===== config.mk =====
export PLATFORM = sky130hd
export DESIGN_NAME = gpio_irq_router
export DESIGN_NICKNAME = d
export VERILOG_FILES = /design/src/rtl/irqr_cfg_reg.sv /design/src/rtl/irqr_slot_mux.sv /design/src/rtl/irqr_share_merge.sv /design/src/rtl/gpio_irq_router.sv
export SDC_FILE = /design/constraint.sdc
export NUM_CORES = 1
export LEC_CHECK = 0
export CAP_MARGIN = 20
export CORE_UTILIZATION = 33
export CTS_CLUSTER_SIZE = 14
export DETAILED_ROUTE_END_ITERATION = 6
export MAX_ROUTING_LAYER = met4
export PLACE_DENSITY = 0.8
export SLEW_MARGIN = 20
export SYNTH_ARGS = -nofsm -noshare
export SYNTH_HDL_FRONTEND = slang
export SYNTH_HIERARCHICAL = 1
export SYNTH_SLANG_ARGS = --single-unit
export TNS_END_PERCENT = 30

===== constraint.sdc =====
create_clock -name clk -period 1.75 [get_ports clk]
set_clock_uncertainty 0.1 [all_clocks]
set_input_delay 0.35 -clock clk [delete_from_list [all_inputs] [get_ports clk]]
set_output_delay 0.35 -clock clk [all_outputs]
set_load 0.02 [all_outputs]

===== src/rtl/irqr_cfg_reg.sv =====
module irqr_cfg_reg #(
    parameter int REG_W = 32,
    parameter int NSEL  = 32
) (
    input  logic             clk,
    input  logic             rst,
    input  logic             we,
    input  logic [REG_W-1:0] wdata,
    output logic [REG_W-1:0] sel
);
    // Bits at or above NSEL have no slot behind them and stay zero.
    localparam logic [REG_W-1:0] SEL_MASK = {REG_W{1'b1}} >> (REG_W - NSEL);

    logic [REG_W-1:0] sel_d;
    logic [REG_W-1:0] sel_q;

    always_comb begin
        sel_d = sel_q;
        if (we) begin
            sel_d = wdata & SEL_MASK;
        end
    end

    always_ff @(posedge clk) begin
        if (rst) begin
            sel_q <= '0;
        end else begin
            sel_q <= sel_d;
        end
    end

    assign sel = sel_q;
endmodule


===== src/rtl/irqr_slot_mux.sv =====
module irqr_slot_mux #(
    parameter int N0    = 14,
    parameter int N1    = 24,
    parameter int N2    = 32,
    parameter int NSEL  = 32,
    parameter int REG_W = 32,
    localparam int NSLOT = N0 + N1
) (
    input  logic [REG_W-1:0] sel,
    input  logic [N0-1:0]    b0,
    input  logic [N1-1:0]    b1,
    input  logic [N2-1:0]    b2,
    output logic [NSLOT-1:0] excl
);
    for (genvar n = 0; n < NSLOT; n++) begin : g_slot
        logic owner;
        if (n < N0) begin : g_own0
            assign owner = b0[n];
        end else begin : g_own1
            assign owner = b1[n-N0];
        end
        if (n < NSEL) begin : g_swap
            assign excl[n] = sel[n] ? b2[n] : owner;
        end else begin : g_pinned
            assign excl[n] = owner;
        end
    end
endmodule


===== src/rtl/irqr_share_merge.sv =====
module irqr_share_merge #(
    parameter int N0    = 14,
    parameter int N1    = 24,
    parameter int N2    = 32,
    parameter int NSEL  = 32,
    parameter int REG_W = 32
) (
    input  logic [REG_W-1:0] sel,
    input  logic [N0-1:0]    b0,
    input  logic [N1-1:0]    b1,
    input  logic [N2-1:0]    b2,
    output logic [2:0]       shared
);
    logic [N0-1:0] dem0;
    logic [N1-1:0] dem1;
    logic [N2-1:0] dem2;

    // A default owner is demoted when its slot's select bit is set.
    for (genvar i = 0; i < N0; i++) begin : g_d0
        if (i < NSEL) begin : g_s
            assign dem0[i] = sel[i];
        end else begin : g_z
            assign dem0[i] = 1'b0;
        end
    end
    for (genvar m = 0; m < N1; m++) begin : g_d1
        if (N0 + m < NSEL) begin : g_s
            assign dem1[m] = sel[N0+m];
        end else begin : g_z
            assign dem1[m] = 1'b0;
        end
    end
    // A bank 2 line is demoted unless its select bit claims the slot.
    for (genvar j = 0; j < N2; j++) begin : g_d2
        if (j < NSEL) begin : g_s
            assign dem2[j] = ~sel[j];
        end else begin : g_o
            assign dem2[j] = 1'b1;
        end
    end

    assign shared[0] = |(b0 & dem0);
    assign shared[1] = |(b1 & dem1);
    assign shared[2] = |(b2 & dem2);
endmodule


===== src/rtl/gpio_irq_router.sv =====
module gpio_irq_router #(
    parameter int N0    = 14,
    parameter int N1    = 24,
    parameter int N2    = 32,
    parameter int NFIX  = 6,
    parameter int REG_W = 32,
    localparam int NSLOT = N0 + N1,
    localparam int NSEL  = NSLOT - NFIX
) (
    input  logic             clk,
    input  logic             rst,
    input  logic             cfg_we,
    input  logic [REG_W-1:0] cfg_wdata,
    output logic [REG_W-1:0] cfg_rdata,
    input  logic [N0-1:0]    irq_b0,
    input  logic [N1-1:0]    irq_b1,
    input  logic [N2-1:0]    irq_b2,
    output logic [NSLOT-1:0] irq_excl,
    output logic [2:0]       irq_shared
);
    logic [REG_W-1:0] sel;

    irqr_cfg_reg #(.REG_W(REG_W), .NSEL(NSEL)) u_cfg (
        .clk   (clk),
        .rst   (rst),
        .we    (cfg_we),
        .wdata (cfg_wdata),
        .sel   (sel)
    );

    irqr_slot_mux #(.N0(N0), .N1(N1), .N2(N2), .NSEL(NSEL), .REG_W(REG_W)) u_mux (
        .sel  (sel),
        .b0   (irq_b0),
        .b1   (irq_b1),
        .b2   (irq_b2),
        .excl (irq_excl)
    );

    irqr_share_merge #(.N0(N0), .N1(N1), .N2(N2), .NSEL(NSEL), .REG_W(REG_W)) u_merge (
        .sel    (sel),
        .b0     (irq_b0),
        .b1     (irq_b1),
        .b2     (irq_b2),
        .shared (irq_shared)
    );

    assign cfg_rdata = sel;
endmodule


**Yosys cells after proc, flatten, opt, wreduce, memory -nomap -nowiden**

Index checks and enable logic that the tools add are counted.

- Bits in registers: 32
- Logic and storage cells: 71
- Bits of input ports: 105

- Reductions and logical operators: 3
- Multiplexer cells: 32
- Bitwise logic cells: 35

Operators with widths:

| operator | number |
|---|---|
| bitwise AND 32 bit | 1 |
| 2-to-1 mux 1 bit | 32 |
| NOT 1 bit | 32 |
| OR reduction 32 bit | 1 |
| bitwise AND 24 x 18 -> 24 bit | 1 |
| OR reduction 24 bit | 1 |
| bitwise AND 14 bit | 1 |
| OR reduction 14 bit | 1 |

**Depth between registers and ports, before layout**

- Depth in word-level cells: 3
- Mapped depth: 4
- Gate-level depth less buffers: 4

**Modules after synthesis**

The synthesis kept the hierarchy.

By module, submodules not included:

| module | seq. area each (um^2) | area an instance (um^2) | cells each | instances |
|---|---|---|---|---|
| irqr_cfg_reg | 640.6 | 1163.6 | 103 | 1 |
| irqr_slot_mux | 0.0 | 525.5 | 38 | 1 |
| irqr_share_merge | 0.0 | 424.2 | 73 | 1 |

**Worst setup path after synthesis**

Ideal clock, no wire load.

- Kind: register -> output
- From: register u_cfg.sel_q[23], in the netlist u_cfg/sel[23]
- To: output irq_shared[1]
- Slack: 148 ps
- Stages on the path, launching flop included: 5
- Arrival time: 1152 ps
- Required time: 1300 ps
- Path buffers: 0
- Cell sequence: dfxtp_1 > a22o_1 > a221oi_2 > and3_1 > nand4_1

- Cells in the longest elaborated chain, start to end: 2

Ends and longest elaborated chain:

| item | line | source |
|---|---|---|
| from (decl) | irqr_cfg_reg.sv:15 | `logic [REG_W-1:0] sel_q;` |
| from (signal assigned) | irqr_cfg_reg.sv:28 | `sel_q <= sel_d;` |
| bitwise AND 24 x 18 -> 24 bit | irqr_share_merge.sv:43 | `assign shared[1] = \|(b1 & dem1);` |
| OR reduction 24 bit | irqr_share_merge.sv:43 |  |
| to (decl) | gpio_irq_router.sv:19 | `output logic [2:0] irq_shared` |

Every way passes these cells.

**Worst setup path in the final report**

- From: input irq_b1[4]
- To: output irq_shared[1]

- Cells in the longest elaborated chain, start to end: 2

Ends and longest elaborated chain:

| item | line | source |
|---|---|---|
| from (decl) | gpio_irq_router.sv:16 | `input logic [N1-1:0] irq_b1,` |
| bitwise AND 24 x 18 -> 24 bit | irqr_share_merge.sv:43 |  |
| OR reduction 24 bit | irqr_share_merge.sv:43 |  |

Every way passes these cells.

==> run summary <==
Post-Synth XOR/XNOR Area = 0%
Arrival @ worst endpoint = 1.52 ns
DR pass1 iterations = 4
Avg Cell Area, Syn = 9.88 µm²
fill count = 524
Synth area leader = dfxtp_1
min Tclk post-route = 1.97 ns
largest net degree at the start of global routing = 33
Max-Cap Viols = 0
CTS buffer count = 5
initial antenna violation count = 0
Cell Count Post-Placement = 505
Setup WS post-layout = -0.218 ns
Static Leak = 0.00233 µW
number of global-route vias before repair = 2560
Worst-Skew Late Latency = 0.27 ns
WS Path Type = in2out
async set-reset flop share out of synthesis = 0%
GRT Residual Overflow = 0
P per Cell Area = 556 mW/mm²
root buf cell = clkbuf_8
Ports = 178
Post-Syn Nets = 319
CP required = 1.30 ns
Worst setup EP type = primary output
Setup TNS Final = -0.727 ns
std cell rows = 28
Hold Buf Count CTS = 0
total global-route track usage = 25.8%
register area = 673 µm²
Die H = 82.0 µm
Synth Area in Simple Gates = 8.23%
Fmax achieved = 0.508 GHz
RSZ-0062 raised after global routing = true
GP Congestion = 0.854
global-route wire length before repair = 12400 µm
CTS tree = done
Seq cells post-synth = 32
sequential fraction of the synthesis area = 30.3%
# setup viols final = 5
Nets = 544
Final ANT Viol Nets = 0
Synth Area in Compound Gates = 11.8%
final cell count without fillers = 515
Post-synth EDFFs = 0
Layout area overhead = 105%
port bufs = 165
total die area = 0.00673 mm²
cells after synthesis = 214
DP Area = 0.00423 mm²
Detailed Place HPWL = 7010 µm
Final period util = 112%
post-synthesis mux area share = 37.9%
Starting Density = 34.9%
Core Region = 0.00606 mm²
area used by multi-input combinational logic = 0.00131 mm²
DRC violations left = 0
design area = 0.00433 mm²
ys flop type = dfxtp_1
area share of fa/ha/maj cells after synthesis = 0%
share of cells above drive strength 1 = 39.8%
die outline width = 82.0 µm
worst min-delay path category = reg2reg
drt total wl = 8660 µm
DR vias = 2478
Vias/cell = 4.81
Avg WL per Cell = 16.8 µm
Synth top area share = 30.3%
Worst Tran Pin Value = 0.272 ns
main combinational cell family by area after synthesis = multiplexers
Slew headroom = 81.7%
Reg clk slew, reported paths = 0.07 ns
Clock Path Buffers = 2
Max FO, Critical Path = 2
H-tree levels = 2
Sink Count = 32
Final Hold Vio Count = 0
startpoint types = primary input
ranking of synthesized cells by area = dfxtp_1, mux2_4, mux2i_1
ant diodes = 0
PnR Total Power = 2400 µW
failing checks = negative setup slack
synth cell count leaders = dfxtp_1, inv_1, mux2_4, mux2i_1, nor2_1
Netlist Area Pre-Place = 0.00211 mm²
max reg flops = 32
Worst VDD drop = 0.000419 V
count of pins over their slew limit = 0
status = finished with violations
DR iter-0 viols = 46
Netlist cell types = 18
yosys warns = 6
[power by group]
group	total [µW]	internal [µW]	switching, µW	leakage [µW]
sequential	821	776	44.7	0.000272
clock	583	321	262	0.0000455
combinational	1000	564	436	0.00202
total	2400	1660	743	0.00233
[path summary, 6_finish.rpt]
kind	from	to	depth (start not counted)	slack, ns
worst max register to register	u_cfg/sel[30]	u_cfg/sel[30]	4	0.76
worst min-delay path	u_cfg/sel[16]	u_cfg/sel[16]	2	0.45
worst max-delay path	irq_b1[4]	irq_shared[1]	6	-0.22
worst min register to register	u_cfg/sel[16]	u_cfg/sel[16]	2	0.45
[what timing repair did]
action / 4_1_cts / 5_1_grt
buffers inserted: 2 / 0
endpoints found under the setup margin: 67 / 12
pin swaps: 15 / 11
gates resized for setup: 256 / 27
[layout by cell type, fill, tap and decap left out, types with 2 or more instances in the layout]
cell type	count
mux2_4	32
mux2i_1	32
a22oi_1	5
a221oi_2	5
o22ai_1	11
o22ai_2	4
dfxtp_2	17
a22o_1	4
nor4_2	4
a22oi_2	2
buf_6	18
dlygate4sd2_1	67
buf_12	2
dfxtp_4	3
inv_1	32
clkdlybuf4s50_1	52
buf_2	22
nor2_1	32
dfxtp_1	12
buf_4	59
clkbuf_8	6
dlymetal6s2s_1	10
nand4_1	3
clkbuf_1	2
[metal layers]
layer	vias up	share of wire, %	GRT usage [%]
li1	1206	-	-
met3	17	5.7	4.44
met4	0	2.8	9.30
met2	91	53	45.9
met1	1164	38	28.7
met5	-	0	-
[kinds of logic (layout without fill, tap and decap cells)]
| family | after synthesis | count (layout) |
|---|---|---|
| simple gates | 41 | 41 |
| compound gates | 32 | 32 |
| flops | 32 | 32 |
| mux | 64 | 64 |
| buf+inv | 45 | 271 |
[layout make-up]
cell class,instances,area share [%]
sequential,32,15.6
timing repair buffer,231,47.1
multi-input combinational,137,30.3
clock buffer,8,2.08
tap,75,2.17
inverter,32,2.78
[worst max-delay path, stage by stage]
cell           delay, ns
dlygate4sd2_1       0.24
a22o_1              0.24
a221oi_2            0.23
and3_1              0.21
nand4_1             0.08
buf_4               0.17
[metrics by stage]
stage                     worst slack, ns  hold WS (ns)  util (%)
after floorplan                     0.148         0.322         -
after global placement             -0.816         0.434      69.8
after detailed placement           -0.856         0.447      69.8
after CTS                          -0.247         0.426      70.2
after global routing               -0.297         0.478      71.4
final                              -0.218         0.447      71.4
(Power assumes the default switching activity.)
